`src/rtl/nc_region_pkg.sv`:
```
package nc_region_pkg;
    localparam int NUM_REGIONS      = 4;
    localparam int BYTES_PER_REGION = 3;
    localparam int IDX_W            = 8;
    localparam int DATA_W           = 8;
    localparam int ADDR_W           = 32;
    localparam int PAGE_SHIFT       = 12;
    localparam int SIZE_W           = 4;
    localparam int CTRL_BITS        = 2;

    localparam logic [IDX_W-1:0]  CTRL_IDX      = 8'hC0;
    localparam logic [IDX_W-1:0]  REGION_IDX0   = 8'hC4;
    localparam logic [IDX_W-1:0]  REGION_IDX_END =
        IDX_W'(int'(REGION_IDX0) + NUM_REGIONS * BYTES_PER_REGION - 1);
    localparam logic [DATA_W-1:0] UNMAPPED_READ = 8'hFF;
    localparam logic [SIZE_W-1:0] SIZE_OFF      = 4'd0;
    localparam logic [SIZE_W-1:0] SIZE_FULL     = 4'd15;

    typedef struct packed {
        logic [7:0] base_hi;      // address bits 31..24
        logic [7:0] base_mid;     // address bits 23..16
        logic [7:0] base_lo_size; // [7:4] address bits 15..12, [3:0] size code
    } region_cfg_t;

    typedef struct packed {
        logic [CTRL_BITS-1:0]               ctrl;
        region_cfg_t [NUM_REGIONS-1:0]      region;
    } cfg_state_t;
endpackage

```
`src/rtl/nc_cfg_regs.sv`:
```
module nc_cfg_regs
    import nc_region_pkg::*;
(
    input  logic                         clk_i,
    input  logic                         rst_ni,
    input  logic                         wr_i,
    input  logic [IDX_W-1:0]             idx_i,
    input  logic [DATA_W-1:0]            wdata_i,
    output logic [DATA_W-1:0]            rdata_o,
    output logic [CTRL_BITS-1:0]         ctrl_o,
    output region_cfg_t [NUM_REGIONS-1:0] regions_o
);
    localparam int CFG_BITS = $bits(region_cfg_t);

    cfg_state_t st_d, st_q;

    always_comb begin
        st_d = st_q;
        if (wr_i) begin
            if (idx_i == CTRL_IDX) begin
                st_d.ctrl = wdata_i[CTRL_BITS-1:0];
            end
            for (int r = 0; r < NUM_REGIONS; r++) begin
                for (int b = 0; b < BYTES_PER_REGION; b++) begin
                    if (idx_i == IDX_W'(int'(REGION_IDX0) + r * BYTES_PER_REGION + b)) begin
                        st_d.region[r][CFG_BITS-1-DATA_W*b -: DATA_W] = wdata_i;
                    end
                end
            end
        end
    end

    always_ff @(posedge clk_i) begin
        if (!rst_ni) begin
            st_q <= '0;
        end else begin
            st_q <= st_d;
        end
    end

    always_comb begin
        rdata_o = UNMAPPED_READ;
        if (idx_i == CTRL_IDX) begin
            rdata_o = DATA_W'(st_q.ctrl);
        end
        for (int r = 0; r < NUM_REGIONS; r++) begin
            for (int b = 0; b < BYTES_PER_REGION; b++) begin
                if (idx_i == IDX_W'(int'(REGION_IDX0) + r * BYTES_PER_REGION + b)) begin
                    rdata_o = st_q.region[r][CFG_BITS-1-DATA_W*b -: DATA_W];
                end
            end
        end
    end

    assign ctrl_o    = st_q.ctrl;
    assign regions_o = st_q.region;
endmodule

```
`src/rtl/nc_region_match.sv`:
```
module nc_region_match
    import nc_region_pkg::*;
(
    input  region_cfg_t       cfg_i,
    input  logic [ADDR_W-1:0] addr_i,
    output logic              hit_o
);
    logic [SIZE_W-1:0] size_code;
    logic [ADDR_W-1:0] base;
    logic [ADDR_W-1:0] keep_mask;

    assign size_code = cfg_i.base_lo_size[SIZE_W-1:0];
    assign base      = {cfg_i.base_hi, cfg_i.base_mid, cfg_i.base_lo_size[7:4],
                        {PAGE_SHIFT{1'b0}}};

    always_comb begin
        keep_mask = '1;
        hit_o     = 1'b0;
        if (size_code == SIZE_FULL) begin
            hit_o = 1'b1;
        end else if (size_code != SIZE_OFF) begin
            keep_mask = {ADDR_W{1'b1}} << (PAGE_SHIFT - 1 + int'(size_code));
            hit_o     = ((addr_i ^ base) & keep_mask) == '0;
        end
    end
endmodule

```
`src/rtl/nc_legacy_match.sv`:
```
module nc_legacy_match
    import nc_region_pkg::*;
#(
    parameter int                  MB_SHIFT    = 20,
    parameter int                  BLOCK_SHIFT = 16,
    parameter logic [MB_SHIFT-1:0] HOLE_START  = 20'hA0000
) (
    input  logic [CTRL_BITS-1:0] ctrl_i,
    input  logic [ADDR_W-1:0]    addr_i,
    output logic                 hit_o
);
    logic low_block_hit;
    logic hole_hit;

    assign low_block_hit = ctrl_i[0] && (addr_i[MB_SHIFT-1:BLOCK_SHIFT] == '0);
    assign hole_hit      = ctrl_i[1] && (addr_i[ADDR_W-1:MB_SHIFT] == '0)
                           && (addr_i[MB_SHIFT-1:0] >= HOLE_START);
    assign hit_o         = low_block_hit || hole_hit;
endmodule

```
`src/rtl/nc_region_decoder.sv`:
```
module nc_region_decoder
    import nc_region_pkg::*;
(
    input  logic              clk_i,
    input  logic              rst_ni,
    input  logic              cfg_wr_i,
    input  logic [7:0]        cfg_idx_i,
    input  logic [7:0]        cfg_wdata_i,
    output logic [7:0]        cfg_rdata_o,
    input  logic [31:0]       lkp_addr_i,
    output logic              lkp_nocache_o
);
    logic [CTRL_BITS-1:0]          ctrl_bits;
    region_cfg_t [NUM_REGIONS-1:0] regions;
    logic [NUM_REGIONS-1:0]        region_hits;
    logic                          legacy_hit;

    nc_cfg_regs u_regs (
        .clk_i     (clk_i),
        .rst_ni    (rst_ni),
        .wr_i      (cfg_wr_i),
        .idx_i     (cfg_idx_i),
        .wdata_i   (cfg_wdata_i),
        .rdata_o   (cfg_rdata_o),
        .ctrl_o    (ctrl_bits),
        .regions_o (regions)
    );

    for (genvar r = 0; r < NUM_REGIONS; r++) begin : g_region
        nc_region_match u_match (
            .cfg_i  (regions[r]),
            .addr_i (lkp_addr_i),
            .hit_o  (region_hits[r])
        );
    end

    nc_legacy_match u_legacy (
        .ctrl_i (ctrl_bits),
        .addr_i (lkp_addr_i),
        .hit_o  (legacy_hit)
    );

    assign lkp_nocache_o = (|region_hits) || legacy_hit;
endmodule

```
`config.mk`:
```
export PLATFORM = sky130hd
export DESIGN_NAME = nc_region_decoder
export DESIGN_NICKNAME = d
export VERILOG_FILES = /design/src/rtl/nc_region_pkg.sv /design/src/rtl/nc_cfg_regs.sv /design/src/rtl/nc_region_match.sv /design/src/rtl/nc_legacy_match.sv /design/src/rtl/nc_region_decoder.sv
export SDC_FILE = /design/constraint.sdc
export NUM_CORES = 1
export LEC_CHECK = 0
export ABC_AREA = 1
export BUFFER_PORTS_ARGS = -buffer_cell sky130_fd_sc_hd__buf_2
export CORE_ASPECT_RATIO = 1.75
export CORE_MARGIN = 4
export CORE_UTILIZATION = 54
export DETAILED_ROUTE_END_ITERATION = 16
export PLACE_DENSITY = 0.87
export SETUP_SLACK_MARGIN = 0.4
export SYNTH_ARGS = -nofsm -noshare
export SYNTH_HDL_FRONTEND = slang
export SYNTH_SLANG_ARGS = --single-unit
export TNS_END_PERCENT = 20
```
`constraint.sdc`:
```
create_clock -name clk_i -period 2.05 [get_ports clk_i]
set_input_delay 0.3075 -clock clk_i [delete_from_list [all_inputs] [get_ports clk_i]]
set_output_delay 0.3075 -clock clk_i [all_outputs]
set_load 0.02 [all_outputs]
```
==> results of run 1 <==
## final timing paths
kind | end | slack (ps) | cells after the start
worst max-delay path | lkp_nocache_o | -660 | 17
worst min-delay path | u_regs.regions_o[73] | 350 | 3
worst max register to register | u_regs.regions_o[75] | 1110 | 3
worst min register to register | u_regs.regions_o[21] | 470 | 2
## tightest hold or removal path, cell delays in order
cell and delay, ps:
buf_2 200, o21ai_0 110, a21oi_1 50
## flip-flops by register name, summed over array words and instances, names as in the netlist
name and count:
u_regs.regions_o 96, u_regs.ctrl_o 2
## synthesized netlist by cell type, drive strengths merged
library cell / count
nand3b: 5
o2111ai: 1
inv: 135
o21ai: 115
nor4: 4
buf: 41
o211ai: 3
o22ai: 1
dfxtp: 98
a41oi: 1
nand4: 26
a21oi: 118
nand2: 321
clkinv: 3
xor2: 63
a31oi: 4
clkbuf: 28
nand3: 116
nor2: 79
xnor2: 14
ha: 16
nor3: 5
## power breakdown
group          switching (mW)  internal [mW]
logic                   0.432          0.197
registers             0.00380           1.90
clock network           0.760          0.856
## stage by stage
stage,setup WS (ps),cells,instance area [um2]
2_1_floorplan,206.6,1197,7485
6_report,-657.1,1515,9605
5_1_grt,-727.9,1515,9605
3_3_place_gp,-198.6,1477,8556
3_5_place_dp,-215.5,1477,8556
4_1_cts,-458.0,1502,9178
## logic make-up after synthesis
group	count (synthesis)
adders and majority gates	16
AOI/OAI and AO/OA	243
DFF	98
xor gates and xnor gates	77
buffers and inverters	207
and+or+nand+nor	556
## per-layer routing
metal / share of wire / global-route usage / vias up
li1: - / - / 4159
met1: 0.31 / 0.4281 / 4055
met2: 0.44 / 0.5816 / 769
met3: 0.13 / 0.06395 / 304
met4: 0.12 / 0.3187 / 0
met5: 0 / 0 / -
## cell type report
cell class	count	area (um2)
clock buffer	12	246.5
timing repair inverter	1	7.507
clock inverter	4	27.53
inverter	138	553.0
sequential	98	1982
timing repair buffer	196	1513
fill	998	3777
multi-input combinational	892	5059
tap	174	217.7
## what timing repair did
| item | in CTS | in global routing |
|---|---|---|
| setup buffers | 8 | 13 |
| endpoints found under the setup margin | 20 | 45 |
| pin swaps | 42 | 52 |
| cloned | 1 | 0 |
| gates resized for setup | 82 | 109 |
==> PnR_summary.wiki, run 1 <==
{| class="wikitable"
! Metric !! Value
|-
| Initial core utilization || 0.5479
|-
| Post-synthesis cell count || 1,197
|-
| TritonCTS clock tree || yes
|-
| Overall power of the completed layout || 4.152 mW
|-
| Length of the first detailed-routing pass in iterations || 10
|-
| Initial antenna violation count || 0
|-
| Post-layout worst setup margin || -657.1 ps
|-
| Sequential-to-total area share from yosys stat || 0.2676
|-
| DRT Wirelength || 30,750 um
|-
| Number of routed nets with antenna violations || 0
|-
| HP Start || rst_ni
|-
| Row count || 56
|-
| Most frequent cell on the critical path || nand2_1
|-
| Avg Inst Size Synth || 6.125 um2
|-
| Simple-gate share of the synthesized area || 0.3271
|-
| Die extent in x || 96.09 um
|-
| Setup Total Neg Slack || -2464 ps
|-
| Buffers added on ports || 55
|-
| Number of violations reported at the end of detailed-routing iteration 0 || 1,495
|-
| Proportion of synthesized area in mux cells || 0
|-
| Slew headroom || 0.5352
|-
| Series of cell instances along the critical path || inv_4, ha_4, inv_2, nand2_4, nand2_8, o21ai_0, nand3_1, nand2_1, nand2_1, nor2_1, nand2_1, nor2_2, nand2_2, nand2_1, inv_1, nand2_2, buf_6
|-
| Adder-Cell Fraction of Synth Area || 0.02730
|-
| Clk_skew || 0 ps
|-
| Clock transition at the register clock pins on the worst setup and hold paths after CTS || 70 ps
|-
| Yosys top cell area share || 0.2676
|-
| Capturing element type of the critical path || primary output
|-
| Maximum vdd drop || 655.5 uV
|-
| Critical path origin || u_regs.regions_o[0]
|-
| Pwr Density || 432.3 nW/um2
|-
| Data arrival at the endpoint of the critical path || 2400 ps
|-
| Portion of the clock cycle consumed by the worst path in the final layout || 1.321
|-
| DRC errors left || 0
|-
| Cell chosen for the clock root || clkbuf_16
|-
| Largest cells by area after synthesis || dfxtp_1, nand2_1, a21oi_1, nand3_1, o21ai_0
|-
| Post-layout nets || 1,403
|-
| First-pass GRT wire length || 43,820 um
|-
| Vias after detailed routing || 9,287
|-
| Required time of the worst setup path || 1740 ps
|-
| Tot GR Track Use || 0.3725
|-
| Vias in the first global route || 8,519
|-
| Library cells used by synthesis || 33
|-
| Synth Net Count || 1,264
|-
| Final hold viol count || 0
|-
| Dominant combinational cell family by area after synthesis || simple AND/OR/NAND/NOR gates
|-
| Relative area change from synthesis to final layout || 31.01%
|-
| Final period demand of the worst path || 2707 ps
|-
| Final setup violation count || 9
|-
| Critical-path maximum fanout || 8
|-
| H-tree lvl count || 3
|-
| Final Hold Slack || 355.0 ps
|-
| Vias per cell || 6.130
|-
| Slew at the pin with the worst max-slew slack || 696.4 ps
|-
| # hold bufs at CTS || 0
|-
| Unrepaired setup endpoints after global routing || true
|-
| Launching element type of the critical path || flop
|-
| Summed instance area of the synthesized netlist || 7332 um2
|-
| Largest net degree at the start of global routing || 41
|-
| Fmax || 369.4 MHz
|-
| Area share of xor/xnor cells in the synthesized design || 0.09198
|-
| Post-synth top area cell || dfxtp_1
|-
| Master of the slowest instance on the critical path || dfxtp_2
|-
| Total I/O pin count || 60
|-
| Remaining global-route overflow || 0
|-
| Maximum buffer depth of the clock tree || 2
|-
| Violated checks || setup timing
|-
| Count of final max-slew check failures || 0
|-
| Outcome || complete, but fails checks
|-
| Highest cell delay on the worst timing path || 330 ps
|-
| Number of diodes added for antenna fixing || 0
|-
| Launch point of the worst reg-to-reg path || u_regs.regions_o[75]
|-
| Util after Layout || 0.7177
|-
| Total half-perimeter wirelength after legalization and detailed placement || 20,490 um
|-
| Number of sinks driven by the clock tree || 98
|-
| Most common library cell in the layout ignoring fill and taps || nand2_1
|-
| Family with the most delay on the worst path || simple AND/OR/NAND/NOR gates
|-
| Max-cap check violation count || 0
|-
| Vertical die dimension || 162.1 um
|-
| Core Area || 13,380 um2
|-
| Clk Latency, worst-skew pair || 350 ps
|-
| WL per Instance || 20.29 um
|-
| Pleak || 4.420 nW
|-
| Compound-cell area share of the yosys netlist || 0.1688
|-
| Commonest cells after routing, fill and taps aside || nand2_1, buf_4, a21oi_1
|-
| Count of synthesis-stage warnings from yosys || 0
|-
| Total die area || 15,580 um2
|-
| Cts bufs inserted || 9
|-
| WP buf/inv || 4
|-
| Layout cell share with drive strength beyond 1 || 0.2804
|-
| Type of the worst min-delay path || in -> reg
|-
| Classification of the worst setup path || reg -> out
|-
| GPL Wtd Cong || 1.060
|-
| Total of flip-flops plus latches after synthesis || 98
|}
Note: power is estimated with default switching activity, not from simulation.
==> run 2: changes to the inputs <==
--- a/config.mk
+++ b/config.mk
@@ -9,9 +9,8 @@
 export BUFFER_PORTS_ARGS = -buffer_cell sky130_fd_sc_hd__buf_2
 export CORE_ASPECT_RATIO = 1.75
 export CORE_MARGIN = 4
-export CORE_UTILIZATION = 54
+export CORE_UTILIZATION = 29
 export DETAILED_ROUTE_END_ITERATION = 16
-export PLACE_DENSITY = 0.87
 export SETUP_SLACK_MARGIN = 0.4
 export SYNTH_ARGS = -nofsm -noshare
 export SYNTH_HDL_FRONTEND = slang
==> run 2 against run 1 <==
  * The flow still finishes with violations (setup timing)
  * Sequential cell count did not move
  * Clock power rose by 10%
  * Maximum frequency rose by 2.6%
  * First-iteration DRC count fell by 57%
  * Clock skew did not move
==> PnR_summary.wiki, run 2 (synthesized netlist as in run 1, its figures left out) <==
{| class="wikitable"
! Metric !! Value
|-
| Outcome || complete, but fails checks (unchanged)
|-
| Violated checks || setup timing (unchanged)
|-
| Total I/O pin count || 60 (unchanged)
|-
| Slew headroom || 0.5583 (was 0.5352)
|-
| Required time of the worst setup path || 1740 ps (about the same)
|-
| Length of the first detailed-routing pass in iterations || 5 (was 10)
|-
| Final hold viol count || 0 (unchanged)
|-
| Pwr Density || 428.8 nW/um2 (was 432.3 nW/um2)
|-
| Master of the slowest instance on the critical path || dfxtp_2 (unchanged)
|-
| Portion of the clock cycle consumed by the worst path in the final layout || 1.288 (was 1.321)
|-
| Number of diodes added for antenna fixing || 0 (unchanged)
|-
| Vias in the first global route || 8,314 (was 8,519)
|-
| Tot GR Track Use || 0.2255 (was 0.3725)
|-
| Clock transition at the register clock pins on the worst setup and hold paths after CTS || 70 ps (about the same)
|-
| Final Hold Slack || 317.4 ps (was 355.0 ps)
|-
| Initial core utilization || 0.2966 (was 0.5479)
|-
| Clk Latency, worst-skew pair || 360 ps (was 350 ps)
|-
| Critical-path maximum fanout || 7 (was 8)
|-
| Classification of the worst setup path || reg -> out (unchanged)
|-
| WP buf/inv || 4 (unchanged)
|-
| Post-layout nets || 1,443 (was 1,403)
|-
| Die extent in x || 128.2 um (was 96.09 um)
|-
| WL per Instance || 19.29 um (was 20.29 um)
|-
| Slew at the pin with the worst max-slew slack || 661.8 ps (was 696.4 ps)
|-
| Number of violations reported at the end of detailed-routing iteration 0 || 637 (was 1,495)
|-
| Capturing element type of the critical path || primary output (unchanged)
|-
| Largest net degree at the start of global routing || 43 (was 41)
|-
| H-tree lvl count || 3 (unchanged)
|-
| Maximum buffer depth of the clock tree || 2 (unchanged)
|-
| Remaining global-route overflow || 0 (unchanged)
|-
| Final-layout fill cell count || 2,596 (was 998)
|-
| Most frequent cell on the critical path || nand2_4 (was nand2_1)
|-
| Number of sinks driven by the clock tree || 98 (unchanged)
|-
| Family with the most delay on the worst path || simple AND/OR/NAND/NOR gates (unchanged)
|-
| Post-layout worst setup margin || -589.6 ps (was -657.1 ps)
|-
| Buffers added on ports || 55 (unchanged)
|-
| Type of the worst min-delay path || in -> reg (unchanged)
|-
| Vertical die dimension || 218.3 um (was 162.1 um)
|-
| TritonCTS clock tree || yes (unchanged)
|-
| Cts bufs inserted || 9 (unchanged)
|-
| Flip-flop count of the largest register after layout || 96 (unchanged)
|-
| Max-cap check violation count || 0 (unchanged)
|-
| GPL Wtd Cong || 1.007 (was 1.060)
|-
| Core Area || 24,720 um2 (was 13,380 um2)
|-
| DRT Wirelength || 32,640 um (was 30,750 um)
|-
| Unrepaired setup endpoints after global routing || true (unchanged)
|-
| Highest cell delay on the worst timing path || 360 ps (was 330 ps)
|-
| First-pass GRT wire length || 47,670 um (was 43,820 um)
|-
| Number of routed nets with antenna violations || 0 (unchanged)
|-
| Initial antenna violation count || 0 (unchanged)
|-
| Cell chosen for the clock root || clkbuf_16 (unchanged)
|-
| Vias after detailed routing || 8,705 (was 9,287)
|-
| DRC errors left || 0 (unchanged)
|-
| Final period demand of the worst path || 2640 ps (was 2707 ps)
|-
| # hold bufs at CTS || 0 (unchanged)
|-
| Pleak || 4.665 nW (was 4.420 nW)
|-
| Maximum vdd drop || 322.4 uV (was 655.5 uV)
|-
| Layout cell share with drive strength beyond 1 || 0.3167 (was 0.2804)
|-
| Row count || 76 (was 56)
|-
| Vias per cell || 5.145 (was 6.130)
|-
| Series of cell instances along the critical path || inv_4, ha_4, inv_4, nand2_4, nand2_4, clkinvlp_4, nand3_2, nand2_1, nor2_1, nand2_1, nor2_2, nand2_2, nand2_4, nor2_2, nand2_2, buf_6 (was inv_4, ha_4, inv_2, nand2_4, nand2_8, o21ai_0, nand3_1, nand2_1, nand2_1, nor2_1, nand2_1, nor2_2, nand2_2, nand2_1, inv_1, nand2_2, buf_6)
|-
| Relative area change from synthesis to final layout || 39.86% (was 31.01%)
|-
| Clk_skew || 0 ps (unchanged)
|-
| Most common library cell in the layout ignoring fill and taps || nand2_1 (unchanged)
|-
| Commonest cells after routing, fill and taps aside || nand2_1, buf_4, a21oi_1 (unchanged)
|-
| Fmax || 378.8 MHz (was 369.4 MHz)
|-
| Total die area || 27,990 um2 (was 15,580 um2)
|-
| Launching element type of the critical path || flop (unchanged)
|-
| Setup Total Neg Slack || -1704 ps (was -2464 ps)
|-
| Count of final max-slew check failures || 0 (unchanged)
|-
| Final setup violation count || 9 (unchanged)
|-
| Total half-perimeter wirelength after legalization and detailed placement || 25,020 um (was 20,490 um)
|-
| Data arrival at the endpoint of the critical path || 2330 ps (was 2400 ps)
|}
## run 2: cell count changes in the layout (fill, tap and decap cells not counted), moves of 4 or more
| cell | before | now |
|---|---|---|
| buf_4 | 124 | 150 |
| buf_6 | 23 | 33 |
| dfxtp_1 | 86 | 78 |
| dfxtp_2 | 10 | 20 |
| inv_1 | 112 | 105 |
| inv_2 | 13 | 20 |
| nand2_1 | 264 | 257 |
| nand2_2 | 43 | 48 |
| nand2_4 | 12 | 16 |
| nor2_4 | 9 | 15 |
| o21ai_0 | 94 | 101 |
| o21ai_2 | 6 | 1 |
## run 2: cell type report
| type | instances | area [um2] | area share |
|---|---|---|---|
| Clock buffer | 11 | 252.7 | 0.02465 |
| Clock inverter | 4 | 51.30 | 0.005002 |
| Inverter | 138 | 556.8 | 0.05429 |
| Multi-Input combinational cell | 892 | 5066 | 0.4940 |
| Sequential cell | 98 | 1987 | 0.1938 |
| Tap cell | 312 | 390.4 | 0.03807 |
| Timing Repair Buffer | 236 | 1943 | 0.1895 |
| Timing Repair inverter | 1 | 7.507 | 0.0007321 |
## run 2: metal layers
metal | track usage | wire length, um | vias up
met2 | 0.3884 | 16100 | 368
met3 | 0.03204 | 1875 | 140
met4 | 0.1870 | 3137 | 0
met5 | 0 | 0 | -
li1 | - | - | 4225
met1 | 0.2384 | 11530 | 3972
## run 2: power breakdown
part           switching, mW  internal, mW
clock network          0.785          1.01
registers            0.00380          1.91
logic                  0.441         0.255
total                   1.23          3.17
## run 2: what timing repair did
item	4_1_cts	5_1_grt
gates cloned	1	2
setup endpoints to repair	10	49
buffers inserted	10	17
pin swaps	29	63
gates resized for setup	91	132
## run 2: path summary, 6_finish.rpt
| path | startpoint | cells after the start | slack (ps) | end |
|---|---|---|---|---|
| setup / recovery | u_regs.regions_o[72] | 16 | -590 | lkp_nocache_o |
| hold / removal | cfg_wr_i | 3 | 320 | u_regs.ctrl_o[0] |
| setup reg to reg | u_regs.regions_o[26] | 3 | 1140 | u_regs.regions_o[26] |
| hold reg to reg | u_regs.regions_o[17] | 2 | 460 | u_regs.regions_o[17] |
## run 2: through the flow
step / instance area (um2) / instances / power [mW] / setup WS, ps / util
floorplan: 7485 / 1197 / 2.243 / 206.6 / -
CTS: 9674 / 1673 / 4.347 / -578.8 / 0.3913
detailed placement: 8994 / 1647 / 2.550 / -322.4 / 0.3638
global route: 10250 / 1692 / 4.497 / -665.7 / 0.4148
finish: 10250 / 1692 / 4.398 / -589.6 / 0.4148
global placement: 8994 / 1647 / 2.550 / -304.1 / 0.3638
## run 2: worst reg2reg max path: cells and delay by family (launching register included)
kind | cells | cell delay (ps)
AO/OA/AOI/OAI | 1 | 100
buffers and inverters | 2 | 280
flip-flops | 1 | 470
==> run 3: changes to the inputs <==
==> constraint.sdc (replaced) <==
create_clock -name clk_i -period 3.4 [get_ports clk_i]
set_input_delay 0.51 -clock clk_i [delete_from_list [all_inputs] [get_ports clk_i]]
set_output_delay 0.51 -clock clk_i [all_outputs]
set_load 0.02 [all_outputs]
==> run 3 against run 2 <==
  * The flow now finishes without violations
  * Largest cell class unchanged
  * Final cell count is 8.7% lower
  * Sequential power shrank 40%
  * Core utilization fell by 6.8 points
  * Die area did not move
  * Setup slack better by 1100 ps
  * Via count shrank 9.1%
==> PnR_summary.wiki, run 3 (synthesized netlist as in run 1, its figures left out) <==
{| class="wikitable"
! Metric !! Value
|-
| TritonCTS clock tree || yes (unchanged)
|-
| Critical-path maximum fanout || 5 (was 7)
|-
| Final setup violation count || 0 (was 9)
|-
| DRT Wirelength || 30,580 um (was 32,640 um)
|-
| Required time of the worst setup path || 2890 ps (was 1740 ps)
|-
| Met2 Track Usage GR || 0.3827 (was 0.3884)
|-
| Total half-perimeter wirelength after legalization and detailed placement || 22,830 um (was 25,020 um)
|-
| Max-cap check violation count || 0 (unchanged)
|-
| Number of cells on the worst reg-to-reg path || 2 (was 3)
|-
| Number of routed nets with antenna violations || 0 (unchanged)
|-
| Vias per cell || 5.119 (was 5.145)
|-
| Fmax || 340.6 MHz
|-
| Flip-flop count of the largest register after layout || 96 (unchanged)
|-
| Final Hold Slack || 479.6 ps (was 317.4 ps)
|-
| Clock transition at the register clock pins on the worst setup and hold paths after CTS || 70 ps (about the same)
|-
| First-pass GRT wire length || 45,160 um (was 47,670 um)
|-
| Die extent in x || 128.2 um (unchanged)
|-
| Count of final max-slew check failures || 0 (unchanged)
|-
| Initial core utilization || 0.2966 (unchanged)
|-
| Remaining global-route overflow || 0 (unchanged)
|-
| Cts bufs inserted || 9 (unchanged)
|-
| Row count || 76 (unchanged)
|-
| Pwr Density || 301.9 nW/um2 (was 428.8 nW/um2)
|-
| Cell chosen for the clock root || clkbuf_16 (unchanged)
|-
| Slew at the pin with the worst max-slew slack || 839.2 ps (was 661.8 ps)
|-
| Pleak || 3.685 nW (was 4.665 nW)
|-
| Outcome || finished clean (was complete, but fails checks)
|-
| Peak-usage layer in the global routing report || met2 (unchanged)
|-
| Most common library cell in the layout ignoring fill and taps || nand2_1 (unchanged)
|-
| Relative area change from synthesis to final layout || 17.06% (was 39.86%)
|-
| Maximum buffer depth of the clock tree || 2 (unchanged)
|-
| Data arrival at the endpoint of the critical path || 2430 ps (was 2330 ps)
|-
| Clk_skew || 0 ps (unchanged)
|-
| Buffers added on ports || 55 (unchanged)
|-
| Design area || 8583 um2 (was 10,250 um2)
|-
| Length of the first detailed-routing pass in iterations || 5 (unchanged)
|-
| DRC errors left || 0 (unchanged)
|-
| Portion of the clock cycle consumed by the worst path in the final layout || 0.8635
|-
| Non-filler cells, final || 1,545 (was 1,692)
|-
| Unrepaired setup endpoints after global routing || true (unchanged)
|-
| Hold path depth || 2 (was 3)
|-
| Total I/O pin count || 60 (unchanged)
|-
| Util after Layout || 0.3472 (was 0.4148)
|-
| Number of cells in the design after placement || 1,506 (was 1,647)
|-
| Met3 layer usage reported by global route || 0.03375 (was 0.03204)
|-
| Classification of the worst setup path || reg -> out (unchanged)
|-
| Final period demand of the worst path || 2936 ps
|-
| Maximum vdd drop || 213.7 uV (was 322.4 uV)
|-
| Capturing element type of the critical path || primary output (unchanged)
|-
| Post-layout nets || 1,295 (was 1,443)
|-
| Initial antenna violation count || 0 (unchanged)
|-
| GPL Wtd Cong || 0.9499 (was 1.007)
|-
| Final hold viol count || 0 (unchanged)
|-
| Clk Latency, worst-skew pair || 370 ps (was 360 ps)
|-
| Number of sinks driven by the clock tree || 98 (unchanged)
|-
| Launching element type of the critical path || flop (unchanged)
|-
| Commonest cells after routing, fill and taps aside || nand2_1, a21oi_1, inv_1 (was nand2_1, buf_4, a21oi_1)
|-
| Total die area || 27,990 um2 (unchanged)
|-
| Vertical die dimension || 218.3 um (unchanged)
|-
| Met1 usage || 0.2331 (was 0.2384)
|-
| Core Area || 24,720 um2 (unchanged)
|-
| Post-Place Cell Area || 7749 um2 (was 8994 um2)
|-
| H-tree lvl count || 3 (unchanged)
|-
| WL per Instance || 19.79 um (was 19.29 um)
|-
| Slew headroom || 0.4405 (was 0.5583)
|-
| Vias in the first global route || 7,544 (was 8,314)
|-
| Number of diodes added for antenna fixing || 0 (unchanged)
|-
| Tot GR Track Use || 0.2164 (was 0.2255)
|-
| Setup Total Neg Slack || 0 ps (was -1704 ps)
|-
| Final-layout fill cell count || 2,768 (was 2,596)
|-
| Type of the worst min-delay path || reg -> reg (was in -> reg)
|-
| Largest net degree at the start of global routing || 83 (was 43)
|-
| Vias after detailed routing || 7,909 (was 8,705)
|-
| Number of violations reported at the end of detailed-routing iteration 0 || 656 (was 637)
|-
| # hold bufs at CTS || 0 (unchanged)
|-
| Layout cell share with drive strength beyond 1 || 0.1671 (was 0.3167)
|}
[run 3: worst max-delay path, cell delays in order, from the launching register on]
cell	delay, ps
dfxtp_2	330
inv_2	70
ha_4	170
inv_2	60
nand2_2	70
nand2_2	80
buf_6	120
clkinvlp_4	120
buf_4	150
nand3_1	70
nand2_1	70
nor2_1	100
nand2_1	60
nor2_1	120
nand2_2	110
nand2_2	90
nor2_1	50
nand2_2	80
buf_6	120
[run 3: final timing paths]
path / endpoint / slack [ps] / from
max reg2reg: u_regs.regions_o[26] / 2550 / u_regs.regions_o[26]
max: lkp_nocache_o / 460 / u_regs.regions_o[73]
min reg2reg: u_regs.regions_o[23] / 480 / u_regs.regions_o[23]
min: u_regs.regions_o[23] / 480 / u_regs.regions_o[23]
[run 3: where the power goes]
| part | internal (mW) | switching, mW |
|---|---|---|
| clock | 0.586 | 0.524 |
| combinational | 0.0902 | 0.243 |
| sequential | 1.15 | 0.00227 |
| total | 1.82 | 0.769 |
[run 3: cell type report]
type                       count  area, um2  share of cell area
multi-input combinational    892       4778              0.5567
timing repair buffer          88      576.8             0.06720
sequential                    98       1983              0.2310
timing repair inverter         1      7.507           0.0008746
inverter                     138      538.0             0.06268
tap                          312      390.4             0.04548
clock buffer                   9      225.2             0.02624
clock inverter                 7      83.83            0.009767
[run 3: layer usage]
| metal | wire length [um] | up-vias |
|---|---|---|
| met3 | 1554 | 92 |
| li1 | - | 3921 |
| met4 | 2349 | 0 |
| met1 | 11470 | 3629 |
| met5 | 0 | - |
| met2 | 15200 | 267 |
[run 3: what timing repair did]
| action | CTS | global route |
|---|---|---|
| cloned | 1 | 0 |
| setup buffers | 5 | 17 |
| setup endpoints to repair | 1 | 9 |
| pin swaps | 4 | 18 |
| gates resized for setup | 42 | 77 |
[run 3: metrics by stage]
step	setup WS, ps	power, mW
floorplan	1118	1.351
global placement	417.9	1.497
detailed placement	434.2	1.497
CTS	404.7	2.592
global route	358.7	2.663
finish	464.2	2.591
